## config.mk

```make
export PLATFORM = sky130hd
export DESIGN_NAME = pb_bus_slice
export DESIGN_NICKNAME = d
export VERILOG_FILES = /design/src/rtl/pb_slice_pkg.sv /design/src/rtl/pb_fifo_store.sv /design/src/rtl/pb_channel.sv /design/src/rtl/pb_bus_slice.sv
export SDC_FILE = /design/constraint.sdc
export NUM_CORES = 1
export LEC_CHECK = 0
export BUFFER_PORTS_ARGS = -buffer_cell sky130_fd_sc_hd__buf_2
export CORE_ASPECT_RATIO = 0.7
export CORE_UTILIZATION = 47
export CTS_CLUSTER_DIAMETER = 200
export DETAILED_ROUTE_END_ITERATION = 8
export PLACE_DENSITY = 0.77
export SYNTH_ARGS = -nofsm -noshare
export SYNTH_HDL_FRONTEND = slang
export SYNTH_SLANG_ARGS = --single-unit
```

## constraint.sdc

```tcl
create_clock -name clk -period 1.6 [get_ports clk]
set_input_delay 0.24 -clock clk [delete_from_list [all_inputs] [get_ports clk]]
set_output_delay 0.24 -clock clk [all_outputs]
set_load 0.1 [all_outputs]
```

## src/rtl/pb_slice_pkg.sv

```systemverilog
package pb_slice_pkg;

  // Channel variant, fixed at elaboration
  typedef enum logic [1:0] {
    CH_REGISTERED = 2'd0,  // upstream ready from stored occupancy only
    CH_PASSACK    = 2'd1,  // downstream ready may reach upstream ready
    CH_WIRE       = 2'd2   // straight wiring, no storage
  } chan_mode_e;

endpackage

```

## src/rtl/pb_fifo_store.sv

```systemverilog
module pb_fifo_store #(
  parameter int W     = 16,
  parameter int DEPTH = 2
) (
  input  logic                         clk,
  input  logic                         rst,
  input  logic                         push,
  input  logic                         pop,
  input  logic [W-1:0]                 wdata,
  output logic [W-1:0]                 rdata,
  output logic [$clog2(DEPTH+1)-1:0]   occ
);

  localparam int PW = (DEPTH > 1) ? $clog2(DEPTH) : 1;
  localparam int CW = $clog2(DEPTH + 1);

  logic [W-1:0]  mem [DEPTH];
  logic [PW-1:0] wr_ptr, rd_ptr;
  logic [CW-1:0] occ_q;

  function automatic logic [PW-1:0] ptr_step(input logic [PW-1:0] p);
    return (p == PW'(DEPTH - 1)) ? '0 : p + PW'(1);
  endfunction

  always_ff @(posedge clk) begin
    if (rst) begin
      wr_ptr <= '0;
      rd_ptr <= '0;
      occ_q  <= '0;
    end else begin
      if (push) wr_ptr <= ptr_step(wr_ptr);
      if (pop)  rd_ptr <= ptr_step(rd_ptr);
      case ({push, pop})
        2'b10:   occ_q <= occ_q + CW'(1);
        2'b01:   occ_q <= occ_q - CW'(1);
        default: occ_q <= occ_q;
      endcase
    end
  end

  // Payload cells carry no reset; only pointers and count do
  always_ff @(posedge clk) begin
    if (push) mem[wr_ptr] <= wdata;
  end

  assign rdata = mem[rd_ptr];
  assign occ   = occ_q;

endmodule

```

## src/rtl/pb_channel.sv

```systemverilog
module pb_channel
  import pb_slice_pkg::*;
#(
  parameter int         W     = 16,
  parameter int         DEPTH = 2,
  parameter chan_mode_e MODE  = CH_REGISTERED
) (
  input  logic         clk,
  input  logic         rst,
  input  logic         up_valid,
  input  logic [W-1:0] up_data,
  output logic         up_ready,
  output logic         dn_valid,
  output logic [W-1:0] dn_data,
  input  logic         dn_ready
);

  localparam int CW = $clog2(DEPTH + 1);

  generate
    if (MODE == CH_WIRE) begin : g_wire
      logic unused_clk_rst;
      assign unused_clk_rst = clk ^ rst;
      assign dn_valid = up_valid;
      assign dn_data  = up_data;
      assign up_ready = dn_ready;
    end else begin : g_buf
      logic [CW-1:0] occ;
      logic          full, empty, push, pop;

      pb_fifo_store #(.W(W), .DEPTH(DEPTH)) i_store (
        .clk   (clk),
        .rst   (rst),
        .push  (push),
        .pop   (pop),
        .wdata (up_data),
        .rdata (dn_data),
        .occ   (occ)
      );

      assign full     = (occ == CW'(DEPTH));
      assign empty    = (occ == '0);
      assign dn_valid = !empty;
      assign pop      = dn_valid && dn_ready;

      if (MODE == CH_REGISTERED) begin : g_reg
        assign up_ready = !full;
      end else begin : g_pass
        // a full buffer frees its head slot in this cycle when downstream takes it
        assign up_ready = !full || dn_ready;
      end

      assign push = up_valid && up_ready;
    end
  endgenerate

endmodule

```

## src/rtl/pb_bus_slice.sv

```systemverilog
module pb_bus_slice
  import pb_slice_pkg::*;
#(
  parameter int         REQ_W     = 16,
  parameter int         RSP_W     = 16,
  parameter int         REQ_DEPTH = 2,
  parameter int         RSP_DEPTH = 1,
  parameter chan_mode_e REQ_MODE  = CH_REGISTERED,
  parameter chan_mode_e RSP_MODE  = CH_PASSACK
) (
  input  logic             clk,
  input  logic             rst,
  input  logic             ini_req_valid,
  input  logic [REQ_W-1:0] ini_req_data,
  output logic             ini_req_ready,
  output logic             tgt_req_valid,
  output logic [REQ_W-1:0] tgt_req_data,
  input  logic             tgt_req_ready,
  input  logic             tgt_rsp_valid,
  input  logic [RSP_W-1:0] tgt_rsp_data,
  output logic             tgt_rsp_ready,
  output logic             ini_rsp_valid,
  output logic [RSP_W-1:0] ini_rsp_data,
  input  logic             ini_rsp_ready
);

  // Request path: initiator -> target
  pb_channel #(.W(REQ_W), .DEPTH(REQ_DEPTH), .MODE(REQ_MODE)) i_req_chan (
    .clk      (clk),
    .rst      (rst),
    .up_valid (ini_req_valid),
    .up_data  (ini_req_data),
    .up_ready (ini_req_ready),
    .dn_valid (tgt_req_valid),
    .dn_data  (tgt_req_data),
    .dn_ready (tgt_req_ready)
  );

  // Response path: target -> initiator
  pb_channel #(.W(RSP_W), .DEPTH(RSP_DEPTH), .MODE(RSP_MODE)) i_rsp_chan (
    .clk      (clk),
    .rst      (rst),
    .up_valid (tgt_rsp_valid),
    .up_data  (tgt_rsp_data),
    .up_ready (tgt_rsp_ready),
    .dn_valid (ini_rsp_valid),
    .dn_data  (ini_rsp_data),
    .dn_ready (ini_rsp_ready)
  );

endmodule

```

* After elaboration in Yosys (flattened, before gate mapping)
Memory sizes are Yosys's and may differ from the RTL's. A register that Yosys moved wholly into a read port is not among the register bits.
Cells that the tools add are included.
** Storage, ports and cells
- Memories kept :: 2
- Logic and storage cells :: 38
- Flip-flop bits (word level) :: 5
- Bits in writable memories :: 48
- Bits of input ports :: 38
** Operators by class
- Reductions and logical operators :: 11
- Muxes and demuxes :: 10
- Add/subtract/negate cells :: 6
- Equal/unequal tests :: 5
** Memory list
- i_req_chan.g_buf.i_store.mem :: depth 2, width 16, read ports 1, clocked after Yosys merged registers in 1, write ports 1, RTL line pb_fifo_store.sv:17 : logic [W-1:0] mem [DEPTH];
- i_rsp_chan.g_buf.i_store.mem :: depth 1, width 16, read ports 1, clocked after Yosys merged registers in 0, write ports 1, RTL line pb_fifo_store.sv:17
** Operators with widths (number)
- $mux W1 :: 8
- $eq A2 B2 Y1 const B :: 3
- $eq A2 B1 Y1 const B :: 2
- $logic_and A1 B1 Y1 :: 4
- $pmux W2 S2 :: 1
- $reduce_bool A2 Y1 :: 2
- $add A1 B1 Y1 const B :: 3
- $logic_not A1 Y1 :: 3
- $add A2 B1 Y2 const B :: 1
- $logic_not A2 Y1 :: 1
- $pmux W1 S2 :: 1
- $sub A2 B1 Y2 const B :: 1
- $logic_or A1 B1 Y1 :: 1
- $sub A1 B1 Y1 const B :: 1

* Depth between registers and ports, before layout
- Word-level depth :: 5
- Depth in mapped cells :: 6
- Depth with buffers taken out :: 6

* Modules after synthesis
From an unflattened synthesis, not the netlist that was laid out.
** Second synthesis, totals
- Cell total of the unflattened synthesis :: 96
- Area total of the unflattened synthesis :: 1928.1 um2
** Modules (own cells, without submodules)
- pb_fifo_store at i_req_chan.g_buf.i_store :: area an instance 1346.3 um2, cells an instance 70, sequential area each 1061.0 um2, instances 1
- pb_fifo_store at i_rsp_chan.g_buf.i_store :: area an instance 526.8 um2, cells an instance 19, sequential area each 500.5 um2, instances 1
- pb_channel at i_rsp_chan :: area an instance 30.0 um2, cells an instance 3, sequential area each 0.0 um2, instances 1
- pb_channel at i_req_chan :: area an instance 25.0 um2, cells an instance 4, sequential area each 0.0 um2, instances 1

* Least setup slack after synthesis
OpenSTA, ideal clock, no wires.
- Path kind :: reg2reg
- Start :: register i_rsp_chan.g_buf.i_store.occ_q (netlist: i_rsp_chan.g_buf.i_store.occ)
- End :: memory i_rsp_chan.g_buf.i_store.mem[0][0], enable pin
- Stages on the path, launching flop included :: 3
- Slack :: -1.101 ns
- Arrival :: 2.381 ns
- Required time :: 1.280 ns
- Clock period less this slack :: 2.701 ns
- Setup time :: 0.320 ns
- Cells stage by stage :: dfxtp_1 > nand2b_1 > and2_1
** Between the ends
- Word-level cells in the longest chain between the ends :: 5
** Ends and longest elaborated chain
- start, declared :: RTL line pb_fifo_store.sv:19 : logic [CW-1:0] occ_q;
- start signal, assigned :: RTL line pb_fifo_store.sv:34 : 2'b10: occ_q <= occ_q + CW'(1);
- start signal, assigned :: RTL line pb_fifo_store.sv:35 : 2'b01: occ_q <= occ_q - CW'(1);
- start signal, assigned :: RTL line pb_fifo_store.sv:36 : default: occ_q <= occ_q;
- $logic_not A1 Y1 :: RTL line pb_channel.sv:50 : assign up_ready = !full || dn_ready;
- $logic_or A1 B1 Y1 :: RTL line pb_channel.sv:50
- via tgt_rsp_ready :: RTL line pb_bus_slice.sv:21 : output logic tgt_rsp_ready,
- $logic_and A1 B1 Y1 :: RTL line pb_channel.sv:53 : assign push = up_valid && up_ready;
- via i_rsp_chan.g_buf.i_store.push :: RTL line pb_fifo_store.sv:7 : input logic push,
- $mux W1 :: RTL line pb_fifo_store.sv:43 : if (push) mem[wr_ptr] <= wdata;
- $mux W1 (not written as such) :: RTL line pb_fifo_store.sv:43
- end, declared :: RTL line pb_fifo_store.sv:17
The timed path passes the listed nets, and every way through them passes these cells.

==> results.toml <==
[synthesis]
synthXorXnorAreaFrac_pct = 1.39
netlist_top_cells_count = "edfxtp_1, mux2_2, dfxtp_1"
netlist_top_cells_area = "edfxtp_1, mux2_2, dfxtp_1"
yosys.area.top_type_share_pct = 76.0
syn_inst = 95
ys_types = 20
synth_top_family_by_area = "multiplexers"
yosysSeqAreaShare_pct = 82.4
synth_area_sq_mm = 0.00190
synth_compound_gate_area_share_pct = 1.98
synth-seq-cells = 54
yosysMostFrequentCell = "edfxtp_1"
synth_mux_area_share_pct = 9.50
ys.warnings.count = 0
synthArstFlopShare_pct = 0
yosysTopAreaCell = "edfxtp_1"
synth-simple-area-share_pct = 3.17
syn_nets = 134
synth_flop_cell = "edfxtp_1"
synthAdderAreaFrac_pct = 0.660
synth-edff-count = 48
avgSynthCellArea_sq_um = 20.0

[power_and_ir_drop]
cellPowerDensity_mw_per_mm2 = 2000
p_leak_nw = 1.04
ir_drop_mv = 1.88

[setup_path]
r2r_setup_slack_ns = 0.14
reg2reg_from = "i_req_chan.g_buf.i_store.occ[0]"
critical_path_class = "reg -> out"
startpoint_type = "register"
critPathCaptureType = "primary output"
cp.arrival_ns = 1.33
r2r_end = "i_req_chan.g_buf.i_store.occ[1]"
r2r_cells = 6
critPathMaxFanout = 16
critical_path_required_ns = 1.36
cp-endpoint = "tgt_req_data[13]"

[sta]
tns_ns = 0
finalClockSkew_ns = 0.00606
period_share_pct = 97.9
relSlewSlack_pct = 67.3
setup_viol = 0
rsz0062_at_grt = "true"
finalCriticalPeriod_ns = 1.57
max_clock_freq_ghz = 0.638
worst_slew_pin_slew_ns = 0.494
whs_ns = 0.116
hold_viol_final = 0
finalMaxSlewViolations = 0

[clock_network]
cts_root_buf = "clkbuf_8"
insertion_delay_ns = 0.29
cts.clk_slew.worst_paths_ns = 0.09
clockBufferDepth = 2
cts_buffers = 5
cts_tree = "yes"
cts.sinks = 54
htreeDepth = 2
post_cts_buffers = 0

[run]
maxCapViolCount = 0

[grt]
grt_pass1_wl_mm = 4.68
met2_usage_pct = 31.0
gr-usage-met1_pct = 15.7
antenna_found_initial = 0
grt_max_degree = 17
met3_usage_pct = 3.93
grt-busiest-layer = "met2"
gr-total-overflow = 0
grt_pass1_vias = 1077
gr-usage-all-layers_pct = 15.5

[layout]
utilization_pct = 70.9
nNetsFinal = 215
syn_to_final_growth_pct = 38.2
post_route_cells_drive_above_1_share_pct = 61.0
final_area_sq_mm = 0.00262
diodes = 0
final_cells = 227

[routing]
route.antenna.remaining_nets = 0
viasPerCell = 4.70
drt-total-wl_mm = 3.21
drt-wirelength-per-cell_um = 14.2
drc = 0
drtIter0Drc = 17
firstDrtPassIters = 4
num_vias = 1068

[floorplanning]
fp.dieW_um = 77.9
die_height_um = 55.1
core-area_sq_mm = 0.00369
die_area_sq_mm = 0.00430
initial_core_util_pct = 51.3
fp-row-count = 18
io_pins = 74

[placement]
dp_cells = 219
globalplace.congestion = 0.668
numPortBuffers = 73
place_area_sq_mm = 0.00241

[status]
status = "complete, no violations"

[hold_path]
hold_class = "in -> reg"
## placed cells by master (no fill, tap or decap), types with 2 or more instances in the layout
master	count
buf_4	2
clkbuf_8	5
buf_8	2
mux2_2	16
a21oi_1	3
edfxtp_1	48
dfxtp_2	2
nand2b_4	2
buf_6	12
inv_1	2
xnor2_1	2
nor2_1	3
dfxtp_1	3
buf_12	3
buf_2	57
## logic make-up (layout without fill, tap and decap cells)
kind of cell    after synthesis  after routing
xor+xnor                      3              3
buf+inv                       4             86
simple gates                 11             11
fa+ha+maj                     1              1
compound gates                6              6
mux                          16             16
flops                        54             54
## how the worst min path moves through the flow
| stage | slack (ns) | start | depth (start not counted) | end |
|---|---|---|---|---|
| 6_report | 0.12 | tgt_rsp_data[8] | 1 | i_rsp_chan.g_buf.i_store.mem[0][8] |
| 5_1_grt | 0.1 | tgt_rsp_data[8] | 1 | i_rsp_chan.g_buf.i_store.mem[0][8] |
| 4_1_cts | 0.11 | tgt_rsp_data[14] | 1 | i_rsp_chan.g_buf.i_store.mem[0][14] |
| 3_5_place_dp | 0.42 | tgt_rsp_data[14] | 1 | i_rsp_chan.g_buf.i_store.mem[0][14] |
| 3_3_place_gp | 0.42 | tgt_rsp_data[1] | 1 | i_rsp_chan.g_buf.i_store.mem[0][1] |
| 2_1_floorplan | 0.30 | rst | 1 | i_rsp_chan.g_buf.i_store.occ |
## area by class of cell
| type | instances | area [sq um] |
|---|---|---|
| Clock buffer | 6 | 72.6 |
| Inverter | 2 | 7.51 |
| Clock inverter | 2 | 37.5 |
| Fill cell | 256 | 1070 |
| Tap cell | 50 | 62.6 |
| Multi-Input combinational cell | 37 | 345 |
| Sequential cell | 54 | 1570 |
| Timing Repair Buffer | 76 | 526 |
## worst max-delay path, stage by stage (launching register included)
cell	delay [ns]
dfxtp_2	0.34
buf_12	0.15
mux2_2	0.36
buf_8	0.18
## per-stage QoR
| stage | total power, mW | setup slack [ns] |
|---|---|---|
| 6_report | 5.22 | 0.0332 |
| 5_1_grt | 5.40 | -0.0183 |
| 4_1_cts | 5.25 | 0.0150 |
| 3_5_place_dp | 4.19 | 0.151 |
| 3_3_place_gp | 4.16 | 0.220 |
| 2_1_floorplan | 3.77 | 0.00228 |
## per-layer routing
metal	part of all wire, %	wire length [um]
met5	0	0
met1	38	1230
met4	0.90	29
met3	3.4	109
met2	57	1850
## power by group
group	internal [mW]	switching [mW]
Sequential	1.75	0.0796
Combinational	0.704	1.83
Clock	0.466	0.391
## state kept, by name, indices dropped and copies added (netlist names), named ones only
name / count
i_req_chan.g_buf.i_store.mem: 32
i_req_chan.g_buf.i_store.wr_ptr: 1
i_rsp_chan.g_buf.i_store.occ: 1
i_rsp_chan.g_buf.i_store.mem: 16
i_req_chan.g_buf.i_store.occ: 2
i_req_chan.g_buf.i_store.rd_ptr: 1
## timing repair
item                       in CTS  in global routing
setup endpoints to repair      16                 13
gates resized for setup        30                  1
pin swaps                       0                  0
hold buffers                    0                  0
Note: power is estimated with default switching activity, not from simulation.
